<file path="src/rtl/fpg_pkg.sv">
package fpg_pkg;
    localparam int DEFAULT_SLOTS = 4;
    localparam int DEFAULT_RETRY = 8;

    typedef enum logic {
        FILL_SHARED   = 1'b0,
        FILL_MODIFIED = 1'b1
    } fill_kind_e;

    typedef enum logic {
        ACC_LOAD  = 1'b0,
        ACC_STORE = 1'b1
    } acc_kind_e;

    // Does an access of this kind count as first use of a line filled this way?
    function automatic logic qualifies(fill_kind_e fk, acc_kind_e ak);
        return (fk == FILL_MODIFIED) ? (ak == ACC_STORE) : (ak == ACC_LOAD);
    endfunction
endpackage

</file>
<file path="src/rtl/fpg_pick.sv">
module fpg_pick #(
    parameter int N = 4,
    localparam int W = (N > 1) ? $clog2(N) : 1
) (
    input  logic [N-1:0] req,
    output logic         any,
    output logic [W-1:0] idx
);
    always_comb begin
        any = 1'b0;
        idx = '0;
        for (int i = N - 1; i >= 0; i--) begin
            if (req[i]) begin
                any = 1'b1;
                idx = W'(i);
            end
        end
    end
endmodule

</file>
<file path="src/rtl/fpg_slot.sv">
module fpg_slot
    import fpg_pkg::*;
(
    input  logic       clk,
    input  logic       rst,
    input  logic       fill_hit,
    input  fill_kind_e fill_kind,
    input  logic       use_hit,
    input  acc_kind_e  use_kind,
    input  logic       inv_hit,
    input  logic       release_hit,
    output logic       pending,
    output logic       held,
    output fill_kind_e kind
);
    always_ff @(posedge clk) begin
        if (rst) begin
            pending <= 1'b0;
            held    <= 1'b0;
            kind    <= FILL_SHARED;
        end else begin
            if (fill_hit) begin
                pending <= 1'b1;
                kind    <= fill_kind;
            end else if (use_hit && qualifies(kind, use_kind)) begin
                pending <= 1'b0;
            end
            if (inv_hit)
                held <= 1'b1;
            else if (release_hit)
                held <= 1'b0;
        end
    end
endmodule

</file>
<file path="src/rtl/fpg_retry.sv">
module fpg_retry #(
    parameter int N     = 4,
    parameter int DELAY = 8,
    localparam int W    = (N > 1) ? $clog2(N) : 1,
    localparam int CW   = $clog2(DELAY + 1)
) (
    input  logic         clk,
    input  logic         rst,
    input  logic         nack_valid,
    input  logic [W-1:0] nack_slot,
    input  logic         nack_store,
    output logic         reissue_valid,
    output logic [W-1:0] reissue_slot,
    output logic         reissue_store
);
    logic [N-1:0] armed;
    logic [N-1:0] store_q;
    logic [N-1:0] due;
    logic [CW-1:0] cnt [N];

    fpg_pick #(.N(N)) u_pick (.req(due), .any(reissue_valid), .idx(reissue_slot));

    assign reissue_store = store_q[reissue_slot];

    for (genvar i = 0; i < N; i++) begin : g_tmr
        assign due[i] = armed[i] && (cnt[i] == '0);
        always_ff @(posedge clk) begin
            if (rst) begin
                armed[i]   <= 1'b0;
                store_q[i] <= 1'b0;
                cnt[i]     <= '0;
            end else if (nack_valid && nack_slot == W'(i)) begin
                armed[i]   <= 1'b1;
                store_q[i] <= nack_store;
                cnt[i]     <= CW'(DELAY - 1);
            end else if (armed[i] && cnt[i] != '0) begin
                cnt[i] <= cnt[i] - 1'b1;
            end else if (due[i] && reissue_slot == W'(i)) begin
                armed[i] <= 1'b0;
            end
        end
    end
endmodule

</file>
<file path="src/rtl/fpg_guard.sv">
module fpg_guard
    import fpg_pkg::*;
#(
    parameter int NUM_SLOTS    = DEFAULT_SLOTS,
    parameter int RETRY_CYCLES = DEFAULT_RETRY,
    localparam int SLOT_W      = (NUM_SLOTS > 1) ? $clog2(NUM_SLOTS) : 1
) (
    input  logic              clk,
    input  logic              rst,
    input  logic              fill_valid,
    input  logic [SLOT_W-1:0] fill_slot,
    input  logic              fill_modified,
    input  logic              inv_valid,
    input  logic [SLOT_W-1:0] inv_slot,
    input  logic              core_req_valid,
    input  logic [SLOT_W-1:0] core_req_slot,
    input  logic              core_req_store,
    output logic              core_grant,
    output logic              ack_valid,
    output logic [SLOT_W-1:0] ack_slot,
    output logic              ack_data,
    input  logic              nack_valid,
    input  logic [SLOT_W-1:0] nack_slot,
    input  logic              nack_store,
    output logic              reissue_valid,
    output logic [SLOT_W-1:0] reissue_slot,
    output logic              reissue_store
);
    logic [NUM_SLOTS-1:0] pending_vec;
    logic [NUM_SLOTS-1:0] held_vec;
    logic [NUM_SLOTS-1:0] modified_vec;
    logic [NUM_SLOTS-1:0] ready_vec;
    logic                 rel_any;
    logic [SLOT_W-1:0]    rel_idx;

    // Directory traffic to a slot wins over the core in the same cycle.
    assign core_grant = core_req_valid
                     && !(fill_valid && fill_slot == core_req_slot)
                     && !(inv_valid  && inv_slot  == core_req_slot);

    for (genvar i = 0; i < NUM_SLOTS; i++) begin : g_slot
        fill_kind_e kind_w;
        fpg_slot u_slot (
            .clk        (clk),
            .rst        (rst),
            .fill_hit   (fill_valid && fill_slot == SLOT_W'(i)),
            .fill_kind  (fill_kind_e'(fill_modified)),
            .use_hit    (core_grant && core_req_slot == SLOT_W'(i)),
            .use_kind   (acc_kind_e'(core_req_store)),
            .inv_hit    (inv_valid && inv_slot == SLOT_W'(i)),
            .release_hit(rel_any && rel_idx == SLOT_W'(i)),
            .pending    (pending_vec[i]),
            .held       (held_vec[i]),
            .kind       (kind_w)
        );
        assign modified_vec[i] = (kind_w == FILL_MODIFIED);
        assign ready_vec[i]    = held_vec[i] && !pending_vec[i];
    end

    fpg_pick #(.N(NUM_SLOTS)) u_rel (.req(ready_vec), .any(rel_any), .idx(rel_idx));

    always_ff @(posedge clk) begin
        if (rst) begin
            ack_valid <= 1'b0;
            ack_slot  <= '0;
            ack_data  <= 1'b0;
        end else begin
            ack_valid <= rel_any;
            ack_slot  <= rel_idx;
            ack_data  <= modified_vec[rel_idx];
        end
    end

    fpg_retry #(.N(NUM_SLOTS), .DELAY(RETRY_CYCLES)) u_retry (
        .clk          (clk),
        .rst          (rst),
        .nack_valid   (nack_valid),
        .nack_slot    (nack_slot),
        .nack_store   (nack_store),
        .reissue_valid(reissue_valid),
        .reissue_slot (reissue_slot),
        .reissue_store(reissue_store)
    );
endmodule

</file>
<file path="config.mk">
export PLATFORM = sky130hd
export DESIGN_NAME = fpg_guard
export DESIGN_NICKNAME = d
export VERILOG_FILES = /design/src/rtl/fpg_pkg.sv /design/src/rtl/fpg_pick.sv /design/src/rtl/fpg_slot.sv /design/src/rtl/fpg_retry.sv /design/src/rtl/fpg_guard.sv
export SDC_FILE = /design/constraint.sdc
export NUM_CORES = 1
export LEC_CHECK = 0
export BUFFER_PORTS_ARGS = -buffer_cell sky130_fd_sc_hd__buf_2
export CAP_MARGIN = 10
export CORE_AREA = 2 2 68 70
export CTS_CLUSTER_DIAMETER = 100
export DETAILED_ROUTE_END_ITERATION = 6
export DIE_AREA = 0 0 70 72
export GPL_TIMING_DRIVEN = 1
export PLACE_DENSITY = 0.78
export SYNTH_ARGS = -nofsm -noshare
export SYNTH_HDL_FRONTEND = slang
export SYNTH_SLANG_ARGS = --single-unit
</file>
<file path="constraint.sdc">
create_clock -name clk -period 5.35 [get_ports clk]
set_clock_uncertainty 0.15 [all_clocks]
set_input_delay 0.535 -clock clk [delete_from_list [all_inputs] [get_ports clk]]
set_output_delay 0.535 -clock clk [all_outputs]
set_load 0.05 [all_outputs]
</file>
==> impl_metrics.env <==
export IMPL_outcome="complete, no violations"
export IMPL_slew_viol_final=0
export IMPL_clk_latency_ps=290
export IMPL_yosysTopAreaCell="dfxtp_1"
export IMPL_rsz0062_at_grt="false"
export IMPL_vias=1657
export IMPL_p_clk_share_pct=29.7
export IMPL_die_w_um=70
export IMPL_io_pins=26
export IMPL_finalSetupTns_ps=0
export IMPL_viasPerCell=5.42
export IMPL_antenna_found_initial=0
export IMPL_rr_endpoint="u_retry.armed[3]$_SDFFE_PP0P_"
export IMPL_grt_pass1_wl_mm=6.70
export IMPL_synth_top_cells_by_area="dfxtp_1 23%, edfxtp_1 23%, nand2_1 4.7%"
export IMPL_die_area_um2=5040
export IMPL_final_common_cell="nand2_1"
export IMPL_yosysWarningCount=0
export IMPL_synth_edff_count=16
export IMPL_p_leak_nw=0.945
export IMPL_stdcell_count=306
export IMPL_finalPower_mw=0.649
export IMPL_ctsHoldBuffers=0
export IMPL_tightest_slew_ps=1080
export IMPL_layout_min_cycle_time_ps=3310
export IMPL_fin_crit_sh_pct=61.8
export IMPL_grt_util_all_layers_pct=16.7
export IMPL_hold_path_class="reg2reg"
export IMPL_rows=24
export IMPL_fmax_mhz=303
export IMPL_regArea_um2=961
export IMPL_switching_share_pct=27.6
export IMPL_syn_area_per_cell_um2=9.20
export IMPL_maxCapViolations=0
export IMPL_worst_setup_path_start_kind="register"
export IMPL_cts_buffers=5
export IMPL_die_h_um=72
export IMPL_grt_ovfl_total=0
export IMPL_layout_common_cells="26 x nand2_1, 25 x buf_2, 24 x dfxtp_1"
export IMPL_synth_seq_cells=40
export IMPL_core_area_um2=4260
export IMPL_synthArstFlopShare_pct=0
export IMPL_ir_drop_mv=0.143
export IMPL_rr_worst_depth=6
export IMPL_p_comb_share_pct=16.4
export IMPL_dp_cells=297
export IMPL_crit_end="reissue_store"
export IMPL_final_util_pct=54.7
export IMPL_drive_above_1_share_pct=14.6
export IMPL_num_fill_cells=401
export IMPL_antenna_cells=0
export IMPL_drtAntennaViolNets=0
export IMPL_syn_num_nets=251
export IMPL_pre_cts_slack_ps=2380
export IMPL_post_route_drc_count=0
export IMPL_cts_sinks=40
export IMPL_drt_first_pass_iters=4
export IMPL_grt_pass1_vias=1567
export IMPL_drt_iter0_markers=98
export IMPL_multi_input_comb_area_um2=1050
export IMPL_path_clk_slew_ps=70
export IMPL_cp_arrival_ps=2620
export IMPL_cts_resized=0
export IMPL_hold_viol=0
export IMPL_synth_flop_cell="dfxtp_1"
export IMPL_slew_headroom_pct=26.7
export IMPL_syn_area_um2=2090
export IMPL_wl_mm=3.90
export IMPL_initial_utilization_pct=49.0
export IMPL_synth_distinct_cells=38
export IMPL_p_int_mw=0.469
export IMPL_wl_per_cell_um=12.7
export IMPL_yosysSeqAreaShare_pct=46.0
export IMPL_worstSetupPathType="reg2out"
export IMPL_finalSetupViolations=0
export IMPL_nNetsFinal=277
export IMPL_htreeDepth=2
export IMPL_clockBufferDepth=2
export IMPL_power_per_cell_area_nw_per_um2=278
export IMPL_rrSetupSlack_ps=3010
export IMPL_crit_start="u_retry.cnt[1][0]$_DFFE_PP_"
export IMPL_syn_inst=227
export IMPL_cts_tree="done"
export IMPL_cp_max_fo=8
export IMPL_crit_required_ps=4660
export IMPL_post_cts_buffers=0
export IMPL_fin_ws_ps=2040
export IMPL_gp_congestion=0.850
export IMPL_end_kind="output port"
export IMPL_portBuffers=25
export IMPL_switchingPower_mw=0.179
export IMPL_r2r_start="u_retry.cnt[1][0]$_DFFE_PP_"
export IMPL_grt_max_degree=36
export IMPL_post_dp_hpwl_mm=2.94
export IMPL_area_growth_syn_to_layout_pct=11.6
export IMPL_synth_top_area_share_pct=23.0
export IMPL_root_buffer="clkbuf_8"
export IMPL_power_frac_seq_pct=53.9
==> registers in the layout, indices dropped and copies added, names as in the netlist <==
signal	count
ack_valid	1
u_retry.store_q	4
u_retry.armed	4
ack_slot	2
g_slot.u_slot.kind	4
g_slot.u_slot.pending	4
ack_data	1
u_retry.cnt	16
g_slot.u_slot.held	4
==> through the flow <==
stage	hold WS, ps	cell area (um^2)
floorplan	287	2090
global placement	303	2240
detailed placement	320	2240
CTS	331	2330
global route	370	2330
finish	330	2330
==> metal layers <==
| layer | part of all wire, % | global-route usage [%] | vias to the layer above | routed length, um |
|---|---|---|---|---|
| met1 | 46 | 19.8 | 760 | 1810 |
| met4 | 2.0 | 6.62 | 0 | 76 |
| li1 | - | - | 853 | - |
| met5 | 0 | 0 | - | 0 |
| met3 | 4.5 | 4.58 | 9 | 176 |
| met2 | 47 | 29.1 | 35 | 1830 |
==> critical path, stage by stage, from the launching register on <==
cell      delay [ps]
edfxtp_1         410
inv_1             80
ha_1             200
nor4bb_1         940
nand2_1          120
o21a_1           150
o221ai_2         150
buf_2            280
==> power by group through the flow <==
stage / registers, mW / clock network (mW) / logic, mW
after floorplan: 0.358 / 0 / 0.0749
after global placement: 0.356 / 0 / 0.103
after detailed placement: 0.357 / 0 / 0.105
after CTS: 0.350 / 0.199 / 0.106
after global routing: 0.352 / 0.210 / 0.119
final: 0.350 / 0.193 / 0.106
==> how the worst min path moves through the flow <==
stage / cells after the start / to / from / slack (ps)
2_1_floorplan: 2 / u_retry.store_q[1]$_SDFFE_PP0P_ / u_retry.store_q[1]$_SDFFE_PP0P_ / 290
3_3_place_gp: 2 / u_retry.store_q[1]$_SDFFE_PP0P_ / u_retry.store_q[1]$_SDFFE_PP0P_ / 300
3_5_place_dp: 1 / u_retry.store_q[0]$_SDFFE_PP0P_ / u_retry.store_q[0]$_SDFFE_PP0P_ / 320
4_1_cts: 2 / g_slot[1].u_slot.held$_SDFFE_PP0P_ / g_slot[1].u_slot.held$_SDFFE_PP0P_ / 330
5_1_grt: 2 / g_slot[3].u_slot.pending$_SDFFE_PP0P_ / g_slot[3].u_slot.pending$_SDFFE_PP0P_ / 370
6_report: 2 / g_slot[1].u_slot.held$_SDFFE_PP0P_ / g_slot[1].u_slot.held$_SDFFE_PP0P_ / 330
==> cells by family after synthesis <==
kind of cell	Yosys count	share of synthesized area (%)
adders and majority gates	7	4.19
DFF	40	46.0
buffers and inverters	18	3.71
AOI/OAI and AO/OA	49	15.0
xor gates and xnor gates	14	5.87
muxes	4	1.92
and+or+nand+nor	95	23.3
==> cell type report <==
cell class	instances	area share [%]
multi-input cells	169	45.1
flip-flops and latches	40	41.2
repair buffers	26	5.58
clock buffers	6	3.11
well taps	52	2.79
inverters	11	1.77
clock inverters	2	0.483
==> Yosys cell counts, types with 2 or more instances <==
| library cell | instances |
|---|---|
| mux2i_1 | 4 |
| o21a_1 | 7 |
| nor2b_1 | 8 |
| o21ai_1 | 5 |
| dfxtp_1 | 24 |
| nor4b_1 | 2 |
| nor2_1 | 22 |
| nand3_1 | 10 |
| inv_1 | 10 |
| clkbuf_1 | 4 |
| nand2_1 | 26 |
| nor3b_1 | 2 |
| ha_1 | 7 |
| xor2_1 | 6 |
| nand2b_1 | 8 |
| a211oi_1 | 2 |
| o21ai_0 | 9 |
| nor4bb_1 | 2 |
| o221ai_1 | 2 |
| a21oi_1 | 13 |
| xnor2_1 | 8 |
| o31ai_1 | 3 |
| nand3b_1 | 2 |
| edfxtp_1 | 16 |
| a31oi_1 | 2 |
| nor3_1 | 10 |
| buf_2 | 2 |
Power figures use the tool's default switching activity.
